### src/rtl/cursor_pkg.sv
// Shared types for the cursor overlay.
// Assumes colours are 12-bit RGB with 4 bits per channel.
package cursor_pkg;
    localparam int RGB_W = 12;

    typedef logic [RGB_W-1:0] rgb12_t;
    typedef logic [1:0]       cur_code_t;

    typedef enum logic [2:0] {
        SEL_HSTART = 3'd0,
        SEL_VSTART = 3'd1,
        SEL_HEIGHT = 3'd2,
        SEL_COL1   = 3'd3,
        SEL_COL2   = 3'd4,
        SEL_COL3   = 3'd5
    } reg_sel_e;
endpackage

### src/rtl/cursor_regs.sv
// Cursor control registers.
// Position and height have a pending copy and a live copy; the live copy
// loads on frame_start. Colours load at once. Height is clamped to MAX_H
// as it enters the live copy. Assumes X_W and Y_W are at most 16.
module cursor_regs
    import cursor_pkg::*;
#(
    parameter int X_W   = 11,
    parameter int Y_W   = 10,
    parameter int MAX_H = 32,
    parameter int H_W   = $clog2(MAX_H) + 1
) (
    input  logic           clk,
    input  logic           rst_n,
    input  logic           reg_we,
    input  logic [2:0]     reg_sel,
    input  logic [15:0]    reg_data,
    input  logic           frame_start,
    output logic [X_W-1:0] live_hs,
    output logic [Y_W-1:0] live_vs,
    output logic [H_W-1:0] live_ht,
    output rgb12_t         col1,
    output rgb12_t         col2,
    output rgb12_t         col3
);
    localparam logic [H_W-1:0] HT_CAP = H_W'(MAX_H);

    logic [X_W-1:0] pend_hs;
    logic [Y_W-1:0] pend_vs;
    logic [H_W-1:0] pend_ht;

    // Pending copy: captures position and height writes.
    always_ff @(posedge clk) begin
        if (!rst_n) begin
            pend_hs <= '0;
            pend_vs <= '0;
            pend_ht <= '0;
        end else if (reg_we) begin
            case (reg_sel)
                SEL_HSTART: pend_hs <= reg_data[X_W-1:0];
                SEL_VSTART: pend_vs <= reg_data[Y_W-1:0];
                SEL_HEIGHT: pend_ht <= reg_data[H_W-1:0];
                default: ;
            endcase
        end
    end

    // Live copy: takes the pending values at each frame start, height clamped.
    always_ff @(posedge clk) begin
        if (!rst_n) begin
            live_hs <= '0;
            live_vs <= '0;
            live_ht <= '0;
        end else if (frame_start) begin
            live_hs <= pend_hs;
            live_vs <= pend_vs;
            live_ht <= (pend_ht > HT_CAP) ? HT_CAP : pend_ht;
        end
    end

    // Colour registers: written directly, used from the next edge.
    always_ff @(posedge clk) begin
        if (!rst_n) begin
            col1 <= '0;
            col2 <= '0;
            col3 <= '0;
        end else if (reg_we) begin
            case (reg_sel)
                SEL_COL1: col1 <= reg_data[RGB_W-1:0];
                SEL_COL2: col2 <= reg_data[RGB_W-1:0];
                SEL_COL3: col3 <= reg_data[RGB_W-1:0];
                default: ;
            endcase
        end
    end

    // live position only moves on the edge after a frame_start cycle
    assert_live_hold_R8: assert property (@(posedge clk) disable iff (!rst_n)
        !frame_start |=> ($stable(live_hs) && $stable(live_vs) && $stable(live_ht)));

    // live height never exceeds the cap
    assert_height_cap_R6: assert property (@(posedge clk) disable iff (!rst_n)
        live_ht <= HT_CAP);
endmodule

### src/rtl/cursor_bitmap.sv
// Cursor image store: MAX_H rasters of CUR_W two-bit codes, packed in
// WORD_W-bit words. Writes are synchronous. The read is combinational, so
// a read in the same cycle as a write returns the old word.
module cursor_bitmap
    import cursor_pkg::*;
#(
    parameter int CUR_W  = 32,
    parameter int MAX_H  = 32,
    parameter int WORD_W = 32,
    parameter int ROW_W  = $clog2(MAX_H),
    parameter int COL_W  = $clog2(CUR_W),
    parameter int ADDR_W = $clog2(MAX_H * 2 * CUR_W / WORD_W)
) (
    input  logic              clk,
    input  logic              wr_en,
    input  logic [ADDR_W-1:0] wr_addr,
    input  logic [WORD_W-1:0] wr_data,
    input  logic [ROW_W-1:0]  rd_row,
    input  logic [COL_W-1:0]  rd_col,
    output cur_code_t         rd_code
);
    localparam int PIX_PER_WORD = WORD_W / 2;
    localparam int WORDS_PER_ROW = CUR_W / PIX_PER_WORD;
    localparam int DEPTH = MAX_H * WORDS_PER_ROW;
    localparam int SUB_W = $clog2(PIX_PER_WORD);
    localparam int HALF_W = (WORDS_PER_ROW > 1) ? $clog2(WORDS_PER_ROW) : 1;

    logic [WORD_W-1:0] mem [DEPTH];

    // One write-enabled register per stored word.
    for (genvar i = 0; i < DEPTH; i++) begin : g_word
        always_ff @(posedge clk) begin
            if (wr_en && (wr_addr == ADDR_W'(i)))
                mem[i] <= wr_data;
        end
    end

    logic [HALF_W-1:0] half_sel;
    logic [ADDR_W-1:0] rd_addr;
    logic [SUB_W-1:0]  sub_pix;
    logic [WORD_W-1:0] rd_word;

    // Locate the word and the bit pair for (row, col).
    always_comb begin
        half_sel = HALF_W'(rd_col >> SUB_W);
        sub_pix  = rd_col[SUB_W-1:0];
        rd_addr  = ADDR_W'(rd_row * WORDS_PER_ROW) + ADDR_W'(half_sel);
        rd_word  = mem[rd_addr];
        rd_code  = rd_word[2*sub_pix +: 2];
    end
endmodule

### src/rtl/cursor_mixer.sv
// Output stage: picks the background or a cursor colour and registers it.
// Assumes 'hit' already includes the active-display and window tests.
module cursor_mixer
    import cursor_pkg::*;
(
    input  logic      clk,
    input  logic      rst_n,
    input  logic      hit,
    input  cur_code_t code,
    input  rgb12_t    bg,
    input  rgb12_t    col1,
    input  rgb12_t    col2,
    input  rgb12_t    col3,
    output rgb12_t    pix_out
);
    rgb12_t   next_pix;
    logic [2:0] use_col;

    // Decode which colour register, if any, replaces the background.
    always_comb begin
        use_col = 3'b000;
        if (hit) begin
            case (code)
                2'd1: use_col = 3'b001;
                2'd2: use_col = 3'b010;
                2'd3: use_col = 3'b100;
                default: use_col = 3'b000;
            endcase
        end
        unique case (1'b1)
            use_col[0]: next_pix = col1;
            use_col[1]: next_pix = col2;
            use_col[2]: next_pix = col3;
            default:    next_pix = bg;
        endcase
    end

    // Output register: fixes the latency at one clock.
    always_ff @(posedge clk) begin
        if (!rst_n) pix_out <= '0;
        else        pix_out <= next_pix;
    end

    // code zero is see-through
    assert_transparent_R3: assert property (@(posedge clk) disable iff (!rst_n)
        (hit && code == 2'd0) |=> pix_out == $past(bg));

    // at most one colour register is chosen
    assert_one_colour_R3: assert property (@(posedge clk) disable iff (!rst_n)
        $onehot0(use_col));
endmodule

### src/rtl/cursor_overlay.sv
// Hardware cursor overlay top.
// Tests the beam against the live cursor window, looks up the 2-bit code
// and mixes the cursor over the background with a one-cycle latency.
// Assumes beam_x/beam_y come from a timing generator that also supplies
// beam_active and a one-cycle frame_start pulse.
module cursor_overlay
    import cursor_pkg::*;
#(
    parameter int X_W    = 11,
    parameter int Y_W    = 10,
    parameter int CUR_W  = 32,
    parameter int MAX_H  = 32,
    parameter int WORD_W = 32
) (
    input  logic              clk,
    input  logic              rst_n,
    input  logic [X_W-1:0]    beam_x,
    input  logic [Y_W-1:0]    beam_y,
    input  logic              beam_active,
    input  logic              frame_start,
    input  logic [RGB_W-1:0]  bg_pixel,
    input  logic              bm_we,
    input  logic [5:0]        bm_addr,
    input  logic [WORD_W-1:0] bm_data,
    input  logic              reg_we,
    input  logic [2:0]        reg_sel,
    input  logic [15:0]       reg_data,
    output logic [RGB_W-1:0]  pix_out
);
    localparam int H_W    = $clog2(MAX_H) + 1;
    localparam int ROW_W  = $clog2(MAX_H);
    localparam int COL_W  = $clog2(CUR_W);
    localparam int ADDR_W = $clog2(MAX_H * 2 * CUR_W / WORD_W);
    localparam logic [X_W-1:0] WIN_W = X_W'(CUR_W);

    logic [X_W-1:0] live_hs;
    logic [Y_W-1:0] live_vs;
    logic [H_W-1:0] live_ht;
    rgb12_t         col1, col2, col3;

    cursor_regs #(.X_W(X_W), .Y_W(Y_W), .MAX_H(MAX_H), .H_W(H_W)) u_regs (
        .clk(clk), .rst_n(rst_n),
        .reg_we(reg_we), .reg_sel(reg_sel), .reg_data(reg_data),
        .frame_start(frame_start),
        .live_hs(live_hs), .live_vs(live_vs), .live_ht(live_ht),
        .col1(col1), .col2(col2), .col3(col3)
    );

    logic [X_W-1:0] dx;
    logic [Y_W-1:0] dy;
    logic           hit;

    // Window test: offset of the beam from the cursor origin, clipped to active.
    always_comb begin
        dx  = beam_x - live_hs;
        dy  = beam_y - live_vs;
        hit = beam_active
            && (beam_x >= live_hs) && (dx < WIN_W)
            && (beam_y >= live_vs) && (dy < Y_W'(live_ht));
    end

    cur_code_t code;

    cursor_bitmap #(.CUR_W(CUR_W), .MAX_H(MAX_H), .WORD_W(WORD_W),
                    .ROW_W(ROW_W), .COL_W(COL_W), .ADDR_W(ADDR_W)) u_bitmap (
        .clk(clk),
        .wr_en(bm_we), .wr_addr(bm_addr[ADDR_W-1:0]), .wr_data(bm_data),
        .rd_row(dy[ROW_W-1:0]), .rd_col(dx[COL_W-1:0]),
        .rd_code(code)
    );

    cursor_mixer u_mix (
        .clk(clk), .rst_n(rst_n),
        .hit(hit), .code(code), .bg(bg_pixel),
        .col1(col1), .col2(col2), .col3(col3),
        .pix_out(pix_out)
    );

    // outside the active display the background always passes
    assert_clip_R7: assert property (@(posedge clk) disable iff (!rst_n)
        !beam_active |=> pix_out == $past(bg_pixel));

    // a zero live height never draws the cursor
    assert_zero_height_R6: assert property (@(posedge clk) disable iff (!rst_n)
        (live_ht == '0) |=> pix_out == $past(bg_pixel));
endmodule

### config.mk
export PLATFORM = sky130hd
export DESIGN_NAME = cursor_overlay
export DESIGN_NICKNAME = d
export VERILOG_FILES = /design/src/rtl/cursor_pkg.sv /design/src/rtl/cursor_regs.sv /design/src/rtl/cursor_bitmap.sv /design/src/rtl/cursor_mixer.sv /design/src/rtl/cursor_overlay.sv
export SDC_FILE = /design/constraint.sdc
export NUM_CORES = 2
export LEC_CHECK = 0
export CORE_MARGIN = 10
export CORE_UTILIZATION = 50
export DETAILED_ROUTE_END_ITERATION = 12
export PLACE_DENSITY = 0.68
export SLEW_MARGIN = 5
export SYNTH_ARGS = -nofsm -noshare
export SYNTH_HDL_FRONTEND = slang
export SYNTH_HIERARCHICAL = 1
export SYNTH_SLANG_ARGS = --single-unit
### constraint.sdc
create_clock -name clk -period 4.77 [get_ports clk]
set_input_delay 0.954 -clock clk [delete_from_list [all_inputs] [get_ports clk]]
set_output_delay 0.954 -clock clk [all_outputs]
set_load 0.05 [all_outputs]
== Word level (Yosys, flattened, before mapping) ==
Memories as Yosys holds them, arrays and structs flattened.
Cells that the tools add are included.
W data, S select, Z words.

* Add/subtract/negate cells: 3
* Order comparisons: 5
* Eq/ne operators: 71
* Shift-type cells: 1
* Muxes and demuxes: 321
* Reduce and logical (&&, ||, !) cells: 139

{| class="wikitable"
|+ Operators with widths
! operator !! number
|-
| $mux W32 || 63
|-
| $reduce_or A32 Y1 || 63
|-
| $mux W6 || 64
|-
| $eq A6 B6 Y1 const B || 32
|-
| $mux W1 || 191
|-
| $eq A6 B5 Y1 const B || 16
|-
| $logic_and A1 B1 Y1 || 68
|-
| $eq A6 B4 Y1 const B || 8
|-
| $pmux W12 S3 || 1
|-
| $shiftx A32 B6 Y2 || 1
|-
| $eq A6 B3 Y1 const B || 4
|-
| $eq A6 B2 Y1 const B || 2
|-
| $reduce_and A2 Y1 || 6
|-
| $ge A11 B11 Y1 || 1
|-
| $lt A11 B6 Y1 const B || 1
|-
| $sub A11 B11 Y11 || 1
|-
| $ge A10 B10 Y1 || 1
|-
| $lt A10 B6 Y1 || 1
|-
| $sub A10 B10 Y10 || 1
|-
| $pmux W3 S3 || 1
|-
| $add A6 B1 Y6 || 1
|-
| $eq A3 B2 Y1 const B || 2
|-
| $eq A3 B3 Y1 const B || 2
|-
| $eq A6 B1 Y1 const B || 1
|-
| other kinds (7) || 8
|}

* Register bits after elaboration: 102
* Bits in writable memories: 2048
* Input bits: 96
* Output and inout port bits: 12
* Word-level logic and storage cells: 551
* Memories: 1

{| class="wikitable"
|+ Memory list
! name !! words !! bits a word !! read ports !! clocked after Yosys merged registers in !! wr ports !! line !! text
|-
| u_bitmap.mem || 64 || 32 || 1 || 0 || 1 || cursor_bitmap.sv:28 || <nowiki>logic [WORD_W-1:0] mem [DEPTH];</nowiki>
|}

== Depth between registers and ports, before layout ==
* Word-level depth: 68
* Depth in mapped cells: 25
* Mapped depth without buffers: 19

== Hierarchy ==
Netlist, hierarchy kept.

{| class="wikitable"
|+ Modules (own cells, without submodules)
! module !! times used !! cells each !! area each (µm²) !! seq. area each (µm²)
|-
| cursor_bitmap || 1 || 3590 || 78688.0 || 61499.0
|-
| cursor_regs || 1 || 315 || 3338.2 || 1801.7
|-
| cursor_overlay || 1 || 183 || 1249.9 || 0.0
|-
| cursor_mixer || 1 || 70 || 676.9 || 240.2
|}

== Worst setup path after synthesis ==
No wires, ideal clock.

* Kind: in2reg
* Start point: in beam_x[0]
* End point: reg u_mix.pix_out[10]
* Library setup time: 0.116 ns
* Data arrival time: 4.989 ns
* Data required time: 4.654 ns
* Slack: -0.335 ns
* Stages on the path: 21
* Buffers on the path: 4
* Path through: inv_1 > ha_1 > fa_1 > nor2b_1 > o21ai_0 > nand2b_1 > xor2_1 > buf_6 > buf_6 > buf_2 > mux4_2 > a221oi_2 > o31ai_1 > nor4_1 > nor3_1 > o41ai_2 > nand3_1 > buf_6 > o21ai_2 > a22oi_1 > o211a_1

* Word-level cells in the longest chain between the ends: 8
* Elaborated cells on any way between the ends: 16
* Those cells by class: add/sub: 2; order compare: 2; eq/ne: 3; shift: 1; mux: 3; reduce/logical: 4; memory: 1

{| class="wikitable"
|+ Ends and longest elaborated chain
! element !! line !! text
|-
| start, declared || cursor_overlay.sv:17 || <nowiki>input logic [X_W-1:0] beam_x,</nowiki>
|-
| $sub A11 B11 Y11 (*) || cursor_overlay.sv:55 || <nowiki>dx = beam_x - live_hs;</nowiki>
|-
| net dx[4] || cursor_overlay.sv:49 || <nowiki>logic [X_W-1:0] dx;</nowiki>
|-
| $add A6 B1 Y6 (*) || cursor_bitmap.sv:47 || <nowiki>rd_addr = ADDR_W'(rd_row * WORDS_PER_ROW) + ADDR_W'(half_sel);</nowiki>
|-
| $mem_v2 Z64 W32 (*) || n/a ||
|-
| $shiftx A32 B6 Y2 (*) || cursor_bitmap.sv:49 || <nowiki>rd_code = rd_word[2*sub_pix +: 2];</nowiki>
|-
| net code[0] || cursor_overlay.sv:62 || <nowiki>cur_code_t code;</nowiki>
|-
| $eq A2 B2 Y1 / $eq A2 B1 Y1 (equally long branches) || cursor_mixer.sv:23 || <nowiki>case (code)</nowiki>
|-
| $pmux W3 S3 (*) || cursor_mixer.sv:23 ||
|-
| $mux W3 (*) || cursor_mixer.sv:22 || <nowiki>if (hit) begin</nowiki>
|-
| $pmux W12 S3 (*) || cursor_mixer.sv:30 || <nowiki>unique case (1'b1)</nowiki>
|-
| end signal, assigned || cursor_mixer.sv:41 || <nowiki>else pix_out <= next_pix;</nowiki>
|-
| end, declared || cursor_mixer.sv:14 || <nowiki>output rgb12_t pix_out</nowiki>
|}

Mark *: on every way through the listed nets, which the timed path passes. The rest lies on a longest branch.
A chain may end at the register's enable or synchronous reset.

== Worst setup path in the final report ==
* Start point: in beam_x[2]
* End point: reg u_mix.pix_out[6]

The elaborated chain is that of the path after synthesis.

==> out/results.tsv <==
metric	value	unit
sequential share of the synthesized area	75.7	%
vias per cell	6.37	
most frequent cell after synthesis	edfxtp_1	
# fillers	11710	
H-tree depth	4	
Initial Util	50.3	%
Worst VDD drop	0.406	mV
min setup slack post-route	-0.605	ns
clk sinks	2150	
Routed WL	234000	um
Ys Warns	6	
first-pass GRT wire length	333000	um
Crit-path slowest cell	mux4_2	
Tot Pwr	41.4	mW
Sum Neg Setup Slack	-6.90	ns
vias in the first global route	45629	
asr flop ratio synth	0	%
failing checks	negative setup slack	
CP endpoint kind	flip-flop	
skew final	0.0337	ns
RR Endpoint	u_mix/pix_out[6]	
CP max FO	8	
crit-path cells	clkdlybuf4s50_1 -> ha_1 -> nor2b_1 -> o21ai_1 -> nand2b_1 -> xor2_4 -> buf_12 -> buf_16 -> buf_16 -> buf_6 -> buf_4 -> mux4_2 -> a22oi_2 -> a21oi_2 -> nor4_2 -> buf_4 -> nor3_2 -> o41ai_4 -> nand3_4 -> buf_12 -> o21ai_4 -> buf_12 -> a22oi_1 -> o211a_1	
Setup Viol. Count Final	12	
vias post-DR	45912	
Reg2Reg Depth	24	
Mapped Area	84000	um2
# diodes	0	
clk slew on worst S/H paths	0.06	ns
final hold slack	0.461	ns
syn nets	4282	
worst reg2reg setup slack	-0.56	ns
Worst Tran Pin Value	1.26	ns
mean post-synth cell area	20.2	um2
Synth-to-Final Area Change	19.1	%
Top Layer Used	met5	
Core Region	167000	um2
slew margin rel.	16.0	%
placed wire-length estimate	140000	um
max-cap violations	0	
register area	63500	um2
Finished Layout Cells	7208	
Final Hold Fails	0	
Post-synth top flop	edfxtp_1	
Post-Route Utilization	59.9	%
critical path arrival	6.10	ns
most used cell along the critical path	buf_12	
Pwr Density	414	nW/um2
CTS buffer count	211	
Setup crit start kind	input port	
hold crit path type	flip-flop to flip-flop	
die span in y	430	um
Clock Path Buffers	3	
I/O Buffers	103	
routed wl met3	24400	um
CTS tree	built	
RR Startpoint	u_regs/live_hs[0]	
Crit path max-delay family	buffers and inverters	
GRT Resource Usage Total	24.9	%
Routed wire per std cell	32.4	um
WHS Path Cells	2	
DRT antenna net count	0	
fmax	0.186	GHz
Synth top cells by count	edfxtp_1 (2,048), mux4_2 (428), mux2i_1 (297)	
top-area cell type share of the netlist area	73.3	%
leak pwr	33.0	nW
row count	150	
global route overflow	0	
Pre-antenna DRT Iters	6	
delay of the slowest critical-path stage	0.52	ns
post-synthesis register bit count	2150	
die area	185000	um2
hold path endpoint	u_regs/col2[8]	
Final min period	5.38	ns
status	finished, violations left	
GPL Wtd Cong	0.857	
layout cells sized above 1	31.0	%
Cell variety after synth	82	
RSZ-0062 raised after global routing	true	
Die X	430	um
met2 WL	111000	um
Slew Viols, Final	0	
number of I/O pins	108	
DR iter-0 viols	6240	
Syn Inst Count	4158	
area of the multi-input gates	20100	um2
data required time at the worst endpoint	5.49	ns
CP bufs+invs	9	
placed cells	6755	
hold path startpoint	u_regs/col2[8]	
cell taking the most area after synthesis	edfxtp_1	
Setup CP Type	input port to flip-flop	
largest net degree at the start of global routing	115	
Routed met1 length	88700	um
Layout Nets	4951	
Post-synth EDFFs	2048	
fin crit share	113	%
initial antenna violation count	6	
Clock Latency Late Sink	0.86	ns
DRC violations left	0	
Area contributors post-synth	edfxtp_1 (73%), mux4_2 (11%), mux2i_1 (3.5%)	
root buffer cell	clkbuf_16	
## tightest hold or removal path, cell delays in order (launching register included)
cell	delay [ns]
dfxtp_1	0.31
nand2_1	0.05
mux2i_1	0.05
## registers in the layout, indices dropped and copies added (netlist names)
| signal | cells |
|---|---|
| u_regs/pend_hs | 11 |
| u_regs/live_ht | 6 |
| u_regs/live_hs | 11 |
| u_bitmap/mem | 2048 |
| u_regs/col1 | 12 |
| u_regs/col2 | 12 |
| u_regs/col3 | 12 |
| u_regs/pend_vs | 10 |
| u_regs/live_vs | 10 |
| u_regs/pend_ht | 6 |
| u_mix/pix_out | 12 |
## worst max-delay path by stage
stage / start / endpoint / slack (ns) / cells past startpoint
floorplan: beam_x[0] / u_mix/pix_out[10] / -0.11 / 22
global placement: beam_x[0] / u_mix/pix_out[3] / -2.61 / 27
detailed placement: beam_x[0] / u_mix/pix_out[1] / -2.63 / 27
CTS: u_regs/live_hs[0] / u_mix/pix_out[5] / -0.62 / 23
global route: u_regs/live_hs[0] / u_mix/pix_out[10] / -0.68 / 24
finish: beam_x[2] / u_mix/pix_out[6] / -0.61 / 24
## cell type report
type,count,area share [%]
clock inverters,134,1.28
multi-input cells,1722,20.1
clock buffers,256,5.56
well taps,2204,2.76
repair buffers,684,6.55
flip-flops and latches,2150,63.5
inverters,58,0.239
## placed cells by master (no fill, tap or decap), types with 36 or more instances in the layout
| cell type | instances |
|---|---|
| edfxtp_1 | 2048 |
| buf_4 | 470 |
| mux4_2 | 428 |
| mux2i_1 | 293 |
| clkbuf_16 | 213 |
| nand2_1 | 155 |
| dfxtp_1 | 100 |
| a21oi_1 | 91 |
| buf_12 | 88 |
| o221ai_1 | 81 |
| clkdlybuf4s50_1 | 68 |
| nor2_4 | 66 |
| a22oi_1 | 59 |
| inv_1 | 52 |
| o22ai_1 | 48 |
| o21ai_0 | 47 |
| clkinv_1 | 45 |
| nor2_1 | 44 |
| clkbuf_1 | 36 |
| clkinv_2 | 36 |
## power by group
group / switching [mW] / internal [mW] / leakage, nW
combinational: 2.26 / 1.92 / 10.4
sequential: 0.0385 / 20.8 / 19.3
clock: 7.13 / 9.26 / 3.31
## what timing repair did
item,in CTS,in global routing
cloned,4,1
buffers inserted,32,31
pin swaps,26,33
resized for setup,98,65
endpoints found under the setup margin,12,12
hold buffers,0,0
## metal layers
layer,track usage [%],vias up
met5,0,-
met4,9.56,6
met3,5.50,507
met2,39.3,2659
met1,34.0,24074
li1,-,18666
## cell families after synthesis
family                     after synthesis  synth area share [%]
muxes                                  735                  15.2
and+or+nand+nor                        455                  2.59
buffers and inverters                  287                  1.87
xor gates and xnor gates                 5                0.0522
DFF                                   2150                  75.7
adders and majority gates               28                 0.435
AOI/OAI and AO/OA                      498                  4.21
## stage by stage
stage | area (um2) | setup WS (ns)
after floorplan | 84200 | -0.109
after global placement | 91700 | -2.61
after detailed placement | 91700 | -2.63
after CTS | 99500 | -0.621
after global routing | 100000 | -0.681
final | 100000 | -0.605
Note: power is estimated with default switching activity, not from simulation.
